[config.mk]
export PLATFORM = sky130hd
export DESIGN_NAME = oled_seq_top
export DESIGN_NICKNAME = d
export VERILOG_FILES = /design/src/rtl/oled_seq_pkg.sv /design/src/rtl/oled_wait_timer.sv /design/src/rtl/oled_byte_tx.sv /design/src/rtl/oled_seq_top.sv
export SDC_FILE = /design/constraint.sdc
export NUM_CORES = 1
export LEC_CHECK = 0
export ABC_CLOCK_PERIOD_IN_PS = 2500
export BUFFER_PORTS_ARGS = -buffer_cell sky130_fd_sc_hd__buf_2
export CAP_MARGIN = 20
export CORE_MARGIN = 10
export CORE_UTILIZATION = 30
export CTS_CLUSTER_SIZE = 16
export DETAILED_ROUTE_END_ITERATION = 16
export RECOVER_POWER = 100
export SYNTH_ARGS = -nofsm -noshare
export SYNTH_HDL_FRONTEND = slang
export SYNTH_SLANG_ARGS = --single-unit
[constraint.sdc]
create_clock -name clk -period 2.5 [get_ports clk]
set_input_delay 0.25 -clock clk [delete_from_list [all_inputs] [get_ports clk]]
set_output_delay 0.25 -clock clk [all_outputs]
set_load 0.005 [all_outputs]
[src/rtl/oled_seq_pkg.sv]
package oled_seq_pkg;

    typedef enum logic [2:0] {
        ST_OFF,
        ST_VDD_WAIT,
        ST_RES_PULSE,
        ST_CONFIG,
        ST_VBAT_WAIT,
        ST_CLEAR,
        ST_DISP_ON,
        ST_READY
    } seq_state_t;

    localparam int PANEL_W     = 128;
    localparam int PANEL_H     = 32;
    localparam int CLEAR_BYTES = (PANEL_W * PANEL_H) / 8;
    localparam int CFG_LEN     = 5;
    localparam logic [7:0] CMD_DISPLAY_ON = 8'hAF;

    // configuration command list, sent in index order
    function automatic logic [7:0] cfg_byte(input logic [2:0] idx);
        logic [7:0] b;
        unique case (idx)
            3'd0:    b = 8'hC0;   // scan direction
            3'd1:    b = 8'hDA;   // COM pin setup
            3'd2:    b = 8'h00;   // its argument
            3'd3:    b = 8'h20;   // addressing mode
            3'd4:    b = 8'h00;   // horizontal
            default: b = 8'h00;
        endcase
        return b;
    endfunction

endpackage

[src/rtl/oled_wait_timer.sv]
module oled_wait_timer #(
    parameter int W = 16
) (
    input  logic         clk,
    input  logic         rst_n,
    input  logic         load,
    input  logic [W-1:0] val,
    output logic         zero
);

    logic [W-1:0] cnt;

    always_ff @(posedge clk or negedge rst_n) begin
        if (!rst_n)
            cnt <= '0;
        else if (load)
            cnt <= val;
        else if (cnt != '0)
            cnt <= cnt - 1'b1;
    end

    assign zero = (cnt == '0);

endmodule

[src/rtl/oled_byte_tx.sv]
module oled_byte_tx #(
    parameter int SCLK_DIV = 4
) (
    input  logic       clk,
    input  logic       rst_n,
    input  logic       start,
    input  logic [7:0] din,
    input  logic       dc_in,
    output logic       sclk,
    output logic       mosi,
    output logic       cs_n,
    output logic       dc,
    output logic       busy,
    output logic       done
);

    localparam int DIV  = (SCLK_DIV < 4) ? 4 : SCLK_DIV;
    localparam int HALF = DIV / 2;
    localparam int CW   = $clog2(DIV);

    logic [7:0]    shreg;
    logic [2:0]    bitn;
    logic [CW-1:0] phase;
    logic          active;
    logic          dc_q;
    logic          done_q;

    always_ff @(posedge clk or negedge rst_n) begin
        if (!rst_n) begin
            shreg  <= '0;
            bitn   <= '0;
            phase  <= '0;
            active <= 1'b0;
            dc_q   <= 1'b0;
            done_q <= 1'b0;
        end else begin
            done_q <= 1'b0;
            if (!active) begin
                if (start) begin
                    active <= 1'b1;
                    shreg  <= din;
                    dc_q   <= dc_in;
                    bitn   <= '0;
                    phase  <= '0;
                end
            end else if (phase == CW'(DIV - 1)) begin
                phase <= '0;
                if (bitn == 3'd7) begin
                    active <= 1'b0;
                    done_q <= 1'b1;
                end else begin
                    shreg <= {shreg[6:0], 1'b0};
                    bitn  <= bitn + 3'd1;
                end
            end else begin
                phase <= phase + 1'b1;
            end
        end
    end

    assign sclk = active && (phase >= CW'(HALF));
    assign mosi = shreg[7];
    assign cs_n = ~active;
    assign dc   = dc_q;
    assign busy = active;
    assign done = done_q;

endmodule

[src/rtl/oled_seq_top.sv]
module oled_seq_top
    import oled_seq_pkg::*;
#(
    parameter int CLK_HZ   = 100_000_000,
    parameter int SCLK_DIV = 4
) (
    input  logic       clk,
    input  logic       rst_n,
    input  logic       wr_en,
    input  logic [7:0] wr_data,
    output logic       ready,
    output logic       busy,
    output logic       vdd_en_n,
    output logic       vbat_en_n,
    output logic       oled_res_n,
    output logic       oled_cs_n,
    output logic       oled_sclk,
    output logic       oled_mosi,
    output logic       oled_dc
);

    localparam int T_VDD   = (CLK_HZ + 999) / 1000;
    localparam int RES_RAW = (CLK_HZ / 1000000) * 3 + ((CLK_HZ % 1000000) * 3 + 999999) / 1000000;
    localparam int T_RES   = (RES_RAW < 1) ? 1 : RES_RAW;
    localparam int T_VBAT  = (CLK_HZ + 9) / 10;
    localparam int TW      = $clog2(T_VBAT + 1);
    localparam int IW      = $clog2(CLEAR_BYTES);

    seq_state_t    st, st_n;
    logic [IW-1:0] idx, idx_n;
    logic          need_go, go_n;
    logic          tmr_load, tmr_zero;
    logic [TW-1:0] tmr_val;
    logic          tx_start, tx_dc, tx_busy, tx_done;
    logic [7:0]    tx_byte;

    oled_wait_timer #(.W(TW)) u_timer (
        .clk   (clk),
        .rst_n (rst_n),
        .load  (tmr_load),
        .val   (tmr_val),
        .zero  (tmr_zero)
    );

    oled_byte_tx #(.SCLK_DIV(SCLK_DIV)) u_tx (
        .clk   (clk),
        .rst_n (rst_n),
        .start (tx_start),
        .din   (tx_byte),
        .dc_in (tx_dc),
        .sclk  (oled_sclk),
        .mosi  (oled_mosi),
        .cs_n  (oled_cs_n),
        .dc    (oled_dc),
        .busy  (tx_busy),
        .done  (tx_done)
    );

    // state register
    always_ff @(posedge clk or negedge rst_n) begin
        if (!rst_n) begin
            st      <= ST_OFF;
            idx     <= '0;
            need_go <= 1'b0;
        end else begin
            st      <= st_n;
            idx     <= idx_n;
            need_go <= go_n;
        end
    end

    // transitions
    always_comb begin
        st_n     = st;
        idx_n    = idx;
        go_n     = need_go;
        tmr_load = 1'b0;
        tmr_val  = '0;
        unique case (st)
            ST_OFF: begin
                st_n     = ST_VDD_WAIT;
                tmr_load = 1'b1;
                tmr_val  = TW'(T_VDD);
            end
            ST_VDD_WAIT: begin
                if (tmr_zero) begin
                    st_n     = ST_RES_PULSE;
                    tmr_load = 1'b1;
                    tmr_val  = TW'(T_RES);
                end
            end
            ST_RES_PULSE: begin
                if (tmr_zero) begin
                    st_n  = ST_CONFIG;
                    idx_n = '0;
                    go_n  = 1'b1;
                end
            end
            ST_CONFIG: begin
                if (need_go)
                    go_n = 1'b0;
                else if (tx_done) begin
                    if (idx == IW'(CFG_LEN - 1)) begin
                        st_n     = ST_VBAT_WAIT;
                        tmr_load = 1'b1;
                        tmr_val  = TW'(T_VBAT);
                    end else begin
                        idx_n = idx + 1'b1;
                        go_n  = 1'b1;
                    end
                end
            end
            ST_VBAT_WAIT: begin
                if (tmr_zero) begin
                    st_n  = ST_CLEAR;
                    idx_n = '0;
                    go_n  = 1'b1;
                end
            end
            ST_CLEAR: begin
                if (need_go)
                    go_n = 1'b0;
                else if (tx_done) begin
                    go_n = 1'b1;
                    if (idx == IW'(CLEAR_BYTES - 1))
                        st_n = ST_DISP_ON;
                    else
                        idx_n = idx + 1'b1;
                end
            end
            ST_DISP_ON: begin
                if (need_go)
                    go_n = 1'b0;
                else if (tx_done)
                    st_n = ST_READY;
            end
            ST_READY: begin
                st_n = ST_READY;
            end
        endcase
    end

    // outputs
    always_comb begin
        vdd_en_n   = (st == ST_OFF);
        oled_res_n = (st != ST_RES_PULSE);
        vbat_en_n  = 1'b1;
        tx_start   = need_go;
        tx_byte    = 8'h00;
        tx_dc      = 1'b0;
        unique case (st)
            ST_OFF, ST_VDD_WAIT, ST_RES_PULSE: ;
            ST_CONFIG:    tx_byte = cfg_byte(idx[2:0]);
            ST_VBAT_WAIT: vbat_en_n = 1'b0;
            ST_CLEAR: begin
                vbat_en_n = 1'b0;
                tx_dc     = 1'b1;
            end
            ST_DISP_ON: begin
                vbat_en_n = 1'b0;
                tx_byte   = CMD_DISPLAY_ON;
            end
            ST_READY: begin
                vbat_en_n = 1'b0;
                tx_byte   = wr_data;
                tx_dc     = 1'b1;
                tx_start  = wr_en && !tx_busy;
            end
        endcase
    end

    assign ready = (st == ST_READY);
    assign busy  = (st != ST_READY) || tx_busy;

endmodule

==> impl_metrics.csv, run 1 <==
group,metric,value,unit
sta,clock_skew,8.01,ps
power_and_ir_drop,p_leak,0.00155,uW
power_and_ir_drop,p_seq_frac,0.628,
floorplanning,initial_utilization,0.303,
synth,avgSynthCellArea,9.08,sq um
global_route,overflow,0,
synth,synth_nets,381,
setup_path,rr_worst_depth,9,
route,dr.pass1.iters,4,
placed_design,port_buffers,19,
route,vias_per_cell,5.24,
synth,synthCells,359,
setup_path,cp_data_arrival_time,2640,ps
power_and_ir_drop,power.share.switching,0.222,
sta,final_max_slew_viol_count,41,
run,max-cap-violations,1,
setup_path,cp.required,2730,ps
sta,whs,243,ps
clocking,ctsRootBufferMaster,"clkbuf_8",
floorplanning,fp.dieW,124,microns
sta,finalHoldViolCount,0,
run_status,status,"finished, violations left",
floorplanning,die-area,15400,sq um
placed_design,gp_congestion,0.843,
clocking,clk_path_buf_depth,2,
finish,drive_gt1_frac,0.138,
clocking,clk_latency,310,ps
worst_hold_path,hp-class,"input pin to flip-flop",
clocking,cts.htree.levels,2,
power_and_ir_drop,power_frac_comb,0.019,
synth,ys_ff_latch,53,
clocking,cts_sinks,53,
route,drc,0,
synth,syn_area,3260,sq um
route,post_drt_wl_per_cell,14.7,microns
sta,finalCriticalPeriod,2410,ps
synth,yosys_warnings,0,
clocking,cts_hold_buf,0,
floorplanning,die_h,124,microns
power_and_ir_drop,clkPwrFrac,0.354,
sta,setup_viol,0,
route,vias,2789,
synth,synth_top_area_cell,"dfrtp_1",
global_route,grt_max_degree,41,
global_route,grt_pass1_wl,13700,microns
power_and_ir_drop,ir_drop,0.000180,V
setup_path,crit_fanout,6,
clocking,clk_pin_slew,90,ps
setup_path,critPathKind,"flip-flop to flip-flop",
clocking,cts_resized,0,
sta,max-slew-margin-rel,-0.487,
route,wirelength,7840,microns
finish,final_cell_mix,"dfrtp_1, nor2_1, o21ai_0",
floorplanning,core,10700,sq um
sta,final.period_utilization,0.964,
synth,synth_edf_count,0,
power_and_ir_drop,p_total,1360,uW
setup_path,crit_path_start_kind,"flip-flop",
floorplanning,num_io_pins,20,
sta,tightest_slew,2230,ps
power_and_ir_drop,p_int,1060,uW
synth,postSynth.asyncResetShare,1.00,
sta,timing.fmax,415,MHz
power_and_ir_drop,p_per_area,372,nW/um^2
sta,rsz0062_at_grt,"false",
clocking,cts_tree,"yes",
floorplanning,num_rows,38,
placed_design,dpl.hpwl,5810,microns
finish,final_nets,413,
synth,synth_top_area_frac,0.407,
finish,diodes,0,
synth,synth.distinct_cells,62,
setup_path,cp-end-kind,"flip-flop",
global_route,grt_pass1_vias,2823,
power_and_ir_drop,p_sw,303,uW
finish,area_growth,12.5,%
route,postRouteAntennaNets,0,
clocking,numCtsBuffers,5,
synth,synth_seq_area_share,0.407,
global_route,antenna_found_initial,0,
clocking,cts_setup_buffers,0,
worst_hold_path,whs_path_depth,3,
global_route,track_usage,0.101,
route,drt_iter0_drc,237,
run_status,violations,"max-capacitance violations, max-slew violations",
synth,synthTopCellsByArea,"dfrtp_1, ha_1, nor2_1, o21ai_0, a21oi_1",
sta,finalSetupTns,0,ps
finish,layout_commonest_cell,"dfrtp_1",
synth,synth_flop_cell,"dfrtp_1",
-- state kept, by name, indices dropped and copies added, names as in the netlist --
name         count
idx              9
need_go          1
st               3
u_timer.cnt     24
u_tx.bitn        3
u_tx.busy        1
u_tx.dc          1
u_tx.done        1
u_tx.phase       2
u_tx.shreg       8
-- worst paths after layout --
path	startpoint	endpoint	slack, ps
max	idx[4]	idx[5]	90
min	wr_data[0]	u_tx.shreg[0]	240
max reg2reg	idx[4]	idx[5]	90
min reg2reg	u_tx.phase[0]	u_tx.phase[0]	530
max in group asynchronous	rst_n	need_go	640
min in group asynchronous	rst_n	u_timer.cnt[17]	590
-- power groups by stage --
stage / sequential [uW] / clock (uW) / combinational (uW)
after global routing: 857 / 542 / 31.5
after global placement: 874 / 0 / 28.9
final: 857 / 482 / 25.7
after detailed placement: 874 / 0 / 29.3
after floorplan: 874 / 0 / 0.745
after CTS: 857 / 507 / 29.2
-- worst max-delay path, stage by stage (launching register included) --
cell,delay (ps)
dfrtp_1,430
and3_1,210
nand2_1,80
nor2_1,60
ha_1,220
a21o_1,200
a21o_1,190
a311oi_1,310
or4b_1,480
a21oi_1,150
-- routing by layer --
layer  track usage  vias to the layer above  share of wire
met3        0.0243                       11          0.045
li1              -                     1375              -
met1         0.130                     1349           0.47
met4        0.0274                        0          0.012
met2         0.165                       54           0.47
met5             0                        -              0
-- kinds of logic after synthesis --
family                   count (synthesis)  share of synthesized area
buffers and inverters                   35                     0.0472
AO/OA/AOI/OAI                           88                      0.172
XOR/XNOR                                14                     0.0376
multiplexers                            10                     0.0322
flip-flops                              53                      0.407
adder cells (fa/ha/maj)                 11                     0.0422
AND/OR/NAND/NOR                        148                      0.262
-- cells in the mapped netlist, drive strengths merged (9+ instances only) --
cell type  count
nor2          35
clkbuf         9
buf           10
xor2           9
o21ai         26
nor3          19
a21oi         23
nand2         19
dfrtp         53
nand3         21
and3          10
ha            11
inv           16
-- layout make-up --
type | instances | area, sq um
Clock buffer | 7 | 76.3
Clock inverter | 1 | 7.51
Inverter | 16 | 60.1
Sequential cell | 53 | 1330
Tap cell | 140 | 175
Fill cell | 1165 | 7080
Multi-Input combinational cell | 271 | 1770
Timing Repair Buffer | 44 | 251
-- through the flow --
step                      instance area (sq um)  cells  utilization  setup WS, ps
after detailed placement                   3620    524        0.337           144
after global placement                     3620    524        0.337           196
final                                      3670    532        0.341          89.9
after global routing                       3670    532        0.341          3.06
after floorplan                            3260    359            -           129
after CTS                                  3710    532        0.345           118
Power figures use the tool's default switching activity.
==> inputs of run 2 (changes only) <==
--- a/config.mk
+++ b/config.mk
@@ -8,7 +8,7 @@
 export ABC_CLOCK_PERIOD_IN_PS = 2500
 export BUFFER_PORTS_ARGS = -buffer_cell sky130_fd_sc_hd__buf_2
 export CAP_MARGIN = 20
-export CORE_MARGIN = 10
+export CORE_MARGIN = 2
 export CORE_UTILIZATION = 30
 export CTS_CLUSTER_SIZE = 16
 export DETAILED_ROUTE_END_ITERATION = 16
==> run 2 against run 1 <==
  * The run now ends clean
  * Clock skew decreased by 3.5 ps
  * Non-clock buffer count increased by 1
  * First-iteration DRC count decreased by 48%
  * Sequential share of layout area decreased by 0.80 points
  * Register-to-register slack improved by 20 ps
==> impl_metrics.csv, run 2 (synthesized netlist as in run 1, its figures left out) <==
group,metric,value,unit
route,post_drt_wl_per_cell,14.8,microns
global_route,grt_max_degree,38,
global_route,antenna_found_initial,0,
power_and_ir_drop,p_total,1580,uW
sta,clock_skew,4.50,ps
floorplanning,die_h,108,microns
floorplanning,initial_utilization,0.305,
setup_path,crit_top_cell,"a21o_1",
power_and_ir_drop,p_leak,0.00159,uW
clocking,ctsRootBufferMaster,"clkbuf_8",
finish,drive_gt1_frac,0.155,
route,dr.pass1.iters,4,
route,wirelength,7880,microns
finish,final_cell_mix,"dfrtp_1, nor2_1, o21ai_0",
route,vias,2840,
sta,finalCriticalPeriod,2390,ps
clocking,cts_sinks,53,
setup_path,slowest_delay,430,ps
setup_path,crit_slowest_cell,"dfrtp_1",
floorplanning,num_io_pins,20,
clocking,cts_tree,"yes",
clocking,clk_latency,300,ps
finish,final_nets,414,
run,max-cap-violations,0,
setup_path,cp-end-kind,"flip-flop",
clocking,clk_pin_slew,100,ps
sta,tightest_slew,946,ps
clocking,numCtsBuffers,5,
sta,timing.fmax,419,MHz
finish,diodes,0,
sta,finalWorstSetupSlack,112,ps
setup_path,cp_cell_sequence,"and3_1 > nand2_1 > nor2_1 > ha_1 > a21o_1 > a21o_1 > or3_1 > or4_4 > a21oi_2",
finish,layout_commonest_cell,"dfrtp_1",
finish,largest-register,"u_timer.cnt",
setup_path,r2r_setup_slack,110,ps
finish,area_growth,15.0,%
setup_path,cp_top_family,"simple AND/OR/NAND/NOR gates",
floorplanning,core,10700,sq um
setup_path,crit_path_start_kind,"flip-flop",
finish,layout.cells.non_filler,533,
floorplanning,fp.dieW,108,microns
floorplanning,die-area,11700,sq um
setup_path,crit_fanout,6,
setup_path,cp_data_arrival_time,2630,ps
sta,rsz0062_at_grt,"false",
sta,finalHoldViolCount,0,
global_route,grt_pass1_wl,13500,microns
finish,reg_top3,"u_timer.cnt x24, idx x9, u_tx.shreg x8",
run_status,status,"finished, final reports clean",
sta,max-slew-margin-rel,0.370,
worst_hold_path,hp-class,"input pin to flip-flop",
placed_design,placed_cells,522,
route,drt_iter0_drc,123,
setup_path,critPathKind,"flip-flop to flip-flop",
placed_design,gp_congestion,0.786,
route,drc,0,
placed_design,pre_cts_slack,-6.32,ps
global_route,track_usage,0.142,
power_and_ir_drop,ir_drop,0.000306,V
placed_design,port_buffers,19,
global_route,grt_pass1_vias,2756,
sta,final.period_utilization,0.955,
sta,final_max_slew_viol_count,0,
floorplanning,num_rows,38,
placed_design,dpl.hpwl,5820,microns
route,vias_per_cell,5.33,
route,postRouteAntennaNets,0,
setup_path,path_buf_inv,0,
finish,largest_register_ffs,24,
setup_path,cp.required,2750,ps
clocking,clk_path_buf_depth,2,
sta,setup_viol,0,
global_route,overflow,0,
power_and_ir_drop,p_per_area,420,nW/um^2
clocking,cts.htree.levels,2,
-- run 2: cell types whose count changed in the layout (fill, tap and decap cells not counted), sizes merged --
cell and change:
bufinv +2, clkbuf -2, clkinv +1, clkinvlp -1
dlygate4sd3 +1
-- run 2: metal layers --
| metal | vias up | GRT usage | part of all wire |
|---|---|---|---|
| li1 | 1377 | - | - |
| met2 | 82 | 0.244 | 0.49 |
| met4 | 0 | 0.0256 | 0.0061 |
| met3 | 4 | 0.0241 | 0.049 |
| met1 | 1377 | 0.190 | 0.46 |
| met5 | - | 0 | 0 |
-- run 2: tightest hold or removal path, stage by stage --
cell	delay, ps
buf_2	80
o2111ai_1	110
o21ai_0	80
-- run 2: metrics by stage --
step | utilization | instance area (sq um) | hold WS, ps | TNS [ps]
after floorplan | - | 3260 | -45.6 | 0
after global routing | 0.351 | 3750 | 288 | 0
final | 0.351 | 3750 | 243 | 0
after global placement | 0.337 | 3610 | 216 | 0
after detailed placement | 0.337 | 3610 | 213 | -6.32
after CTS | 0.351 | 3750 | 242 | 0
-- run 2: power breakdown --
part	internal, uW	switching, uW	total [uW]	leakage, uW
Clock	398	295	693	0.0000681
Combinational	7.10	19.2	26.3	0.000837
Sequential	857	0	857	0.000686
-- run 2: repair_timing --
action,in CTS,in global routing
pin swaps,0,1
setup buffers,0,2
endpoints found under the hold margin,16,0
hold buffers,1,0
resized for setup,1,3
endpoints found under the setup margin,4,19
-- run 2: final timing paths --
path / startpoint / end / cells past startpoint
setup / recovery: idx[4] / idx[7] / 9
hold / removal: wr_data[0] / u_tx.shreg[0] / 3
max in group asynchronous: rst_n / u_tx.shreg[3] / 3
setup reg to reg: idx[4] / idx[7] / 9
min in group asynchronous: rst_n / u_timer.cnt[18] / 2
hold reg to reg: u_tx.dc / u_tx.dc / 2
-- run 2: cell type report --
class | instances | area [sq um]
Fill cell | 1106 | 6950
Clock inverter | 3 | 65.1
Inverter | 16 | 60.1
Tap cell | 140 | 175
Clock buffer | 5 | 68.8
Timing Repair Buffer | 45 | 259
Sequential cell | 53 | 1330
Multi-Input combinational cell | 271 | 1800
==> inputs of run 3 (changes only) <==
--- a/config.mk
+++ b/config.mk
@@ -5,6 +5,7 @@
 export SDC_FILE = /design/constraint.sdc
 export NUM_CORES = 1
 export LEC_CHECK = 0
+export ABC_AREA = 1
 export ABC_CLOCK_PERIOD_IN_PS = 2500
 export BUFFER_PORTS_ARGS = -buffer_cell sky130_fd_sc_hd__buf_2
 export CAP_MARGIN = 20
@@ -12,6 +13,7 @@
 export CORE_UTILIZATION = 30
 export CTS_CLUSTER_SIZE = 16
 export DETAILED_ROUTE_END_ITERATION = 16
+export GPL_ROUTABILITY_DRIVEN = 0
 export RECOVER_POWER = 100
 export SYNTH_ARGS = -nofsm -noshare
 export SYNTH_HDL_FRONTEND = slang
==> run 3 against run 2 <==
  * Synthesized cell count up 33%
  * Final cell count rose by 21%
  * Via count grew 12%
  * Sequential share of layout area down 1.2 points
  * Sequential cell count unchanged
  * Clock skew is essentially flat
  * Critical path type unchanged
  * Highest routed layer unchanged
==> impl_metrics.csv, run 3 <==
group,metric,value,unit
floorplanning,fp.dieW,112,microns
setup_path,cp-end-kind,"flip-flop",
clocking,clk_pin_slew,70,ps
sta,timing.fmax,457,MHz
route,vias,3180,
route,vias_per_cell,4.94,
finish,largest_register_ffs,24,
sta,finalCriticalPeriod,2190,ps
power_and_ir_drop,p_sw,361,uW
power_and_ir_drop,power_frac_comb,0.017,
finish,layout_commonest_cell,"nand2_1",
power_and_ir_drop,p_per_area,413,nW/um^2
sta,tightest_slew,1270,ps
synth,yosysMostFrequentCell,"nand2_1",
route,dr.pass1.iters,5,
setup_path,crit_path_start_kind,"flip-flop",
worst_hold_path,min_from,"wr_data[0]",
finish,layout.cells.non_filler,644,
synth,synthCells,477,
setup_path,cp.required,2690,ps
global_route,grt_max_degree,24,
floorplanning,die_h,112,microns
global_route,track_usage,0.141,
setup_path,critPathKind,"flip-flop to flip-flop",
synth,synth_edf_count,0,
sta,setup_viol,0,
clocking,cts_tree,"yes",
synth,synth.top_cells.by_count,"nand2_1, nor2_1, dfrtp_1, nand3_1, inv_1",
floorplanning,num_rows,39,
synth,synth_nets,499,
sta,max-slew-margin-rel,0.155,
route,post_drt_wl_per_cell,13.4,microns
clocking,clk_path_buf_depth,2,
power_and_ir_drop,power.share.switching,0.225,
sta,finalSetupTns,0,ps
sta,final.period_utilization,0.875,
route,drt_iter0_drc,142,
placed_design,port_buffers,19,
sta,whs,279,ps
finish,post-route-util,0.340,
power_and_ir_drop,clkPwrFrac,0.449,
power_and_ir_drop,p_int,1240,uW
run,max-cap-violations,0,
floorplanning,die-area,12600,sq um
floorplanning,initial_utilization,0.308,
route,drc,0,
power_and_ir_drop,p_leak,0.00190,uW
synth,synth_top_area_cell,"dfrtp_1",
worst_hold_path,min_to,"u_tx.shreg[0]",
clocking,cts_resized,0,
sta,clock_skew,4.21,ps
floorplanning,num_io_pins,20,
synth,yosys_warnings,0,
sta,finalHoldViolCount,0,
synth,synth.distinct_cells,41,
placed_design,dpl.hpwl,6480,microns
power_and_ir_drop,ir_drop,0.000243,V
setup_path,r2r_setup_slack,310,ps
synth,synth_flop_cell,"dfrtp_1",
worst_hold_path,whs_path_depth,3,
sta,final_max_slew_viol_count,0,
setup_path,r2r-start,"st[0]",
setup_path,reg2reg_to,"idx[5]",
global_route,antenna_found_initial,0,
route,postRouteAntennaNets,0,
placed_design,placed_cells,635,
power_and_ir_drop,p_seq_frac,0.534,
worst_hold_path,hp-class,"input pin to flip-flop",
placed_design,dpl_cell_area,3770,sq um
synth,postSynth.asyncResetShare,1.00,
clocking,clk_latency,300,ps
clocking,numCtsBuffers,5,
global_route,grt_pass1_vias,3117,
synth,synthTopCellsByArea,"dfrtp_1, nand2_1, nor2_1, nand3_1, inv_1",
finish,drive_gt1_frac,0.108,
finish,final_nets,522,
global_route,grt_pass1_wl,14700,microns
finish,final_cell_mix,"nand2_1, nor2_1, dfrtp_1",
synth,syn_area,3520,sq um
clocking,cts.htree.levels,2,
global_route,overflow,0,
synth,ys_ff_latch,53,
route,wirelength,8600,microns
sta,rsz0062_at_grt,"false",
setup_path,cp_data_arrival_time,2380,ps
finish,largest-register,"u_timer.cnt",
run_status,status,"finished, final reports clean",
finish,diodes,0,
clocking,cts_sinks,53,
synth,avgSynthCellArea,7.37,sq um
clocking,ctsRootBufferMaster,"clkbuf_16",
finish,area_growth,10.5,%
setup_path,rr_worst_depth,7,
floorplanning,core,11400,sq um
synth,synth_seq_area_share,0.377,
setup_path,crit_fanout,14,
synth,synth_top_area_frac,0.377,
finish,stdcell_area,3880,sq um
finish,reg_top3,"u_timer.cnt x24, idx x9, u_tx.shreg x8",
run 3: changes by cell type in the layout (fill, tap and decap cells not counted), sizes merged, moves of 5 or more:
cell / change
nand2: +115
nor2: +45
inv: +31
nand3: +27
buf: -18
and3: -10
a21oi: -8
nor3: -7
o21ai: -6
a211oi: -5
mux2i: -5
o31ai: -5
or4: -5
xor2: +5
run 3: cells by family after synthesis:
| logic type | synth area share |
|---|---|
| buf+inv | 0.0683 |
| xor+xnor | 0.0473 |
| fa+ha+maj | 0.0391 |
| simple gates | 0.385 |
| mux | 0.00285 |
| compound gates | 0.0801 |
| flops | 0.377 |
run 3: power by group through the flow:
stage	sequential (uW)	clock (uW)	combinational [uW]
global placement	873	0	29.3
global route	856	779	32.5
finish	856	721	27.2
detailed placement	873	0	29.7
floorplan	874	0	0.327
CTS	856	748	31.0
run 3: critical path, cell delays in order, from the launching register on:
cell and delay, ps:
dfrtp_1 630, nand2_1 340, o21ai_1 250, a21oi_1 110, nor2_2 440, nand2_4 170, nand2_1 100, nand2_1 50
run 3: metal layers:
metal | up-vias | track usage | part of all wire
met2 | 80 | 0.233 | 0.46
met1 | 1497 | 0.187 | 0.47
met4 | 0 | 0.0398 | 0.018
met5 | - | 0 | 0
li1 | 1586 | - | -
met3 | 17 | 0.0297 | 0.049
run 3: timing repair:
item,in CTS,in global routing
hold buffers,1,0
buffers inserted,0,0
hold endpoints to repair,21,0
run 3: worst max-delay path by stage:
stage | from | to | slack, ps | cells after the start
global placement | u_timer.cnt[0] | u_timer.cnt[2] | 540 | 12
global route | st[0] | idx[1] | 120 | 7
finish | st[0] | idx[5] | 310 | 7
floorplan | u_timer.cnt[0] | u_timer.cnt[17] | 800 | 12
CTS | u_timer.cnt[0] | u_timer.cnt[8] | 430 | 12
detailed placement | u_timer.cnt[0] | u_timer.cnt[8] | 460 | 12
run 3: cell type report:
type                    instances  area, sq um
clock buffers                   5          125
well taps                     143          179
repair buffers                 24          119
clock inverters                 3         26.3
multi-input cells             367         1920
flip-flops and latches         53         1330
fillers                      1258         7530
inverters                      49          190
run 3: through the flow:
stage          total power (uW)  setup slack, ps
6_report                   1600              313
5_1_grt                    1670              123
4_1_cts                    1630              433
3_5_place_dp                903              458
3_3_place_gp                903              542
2_1_floorplan               874              804
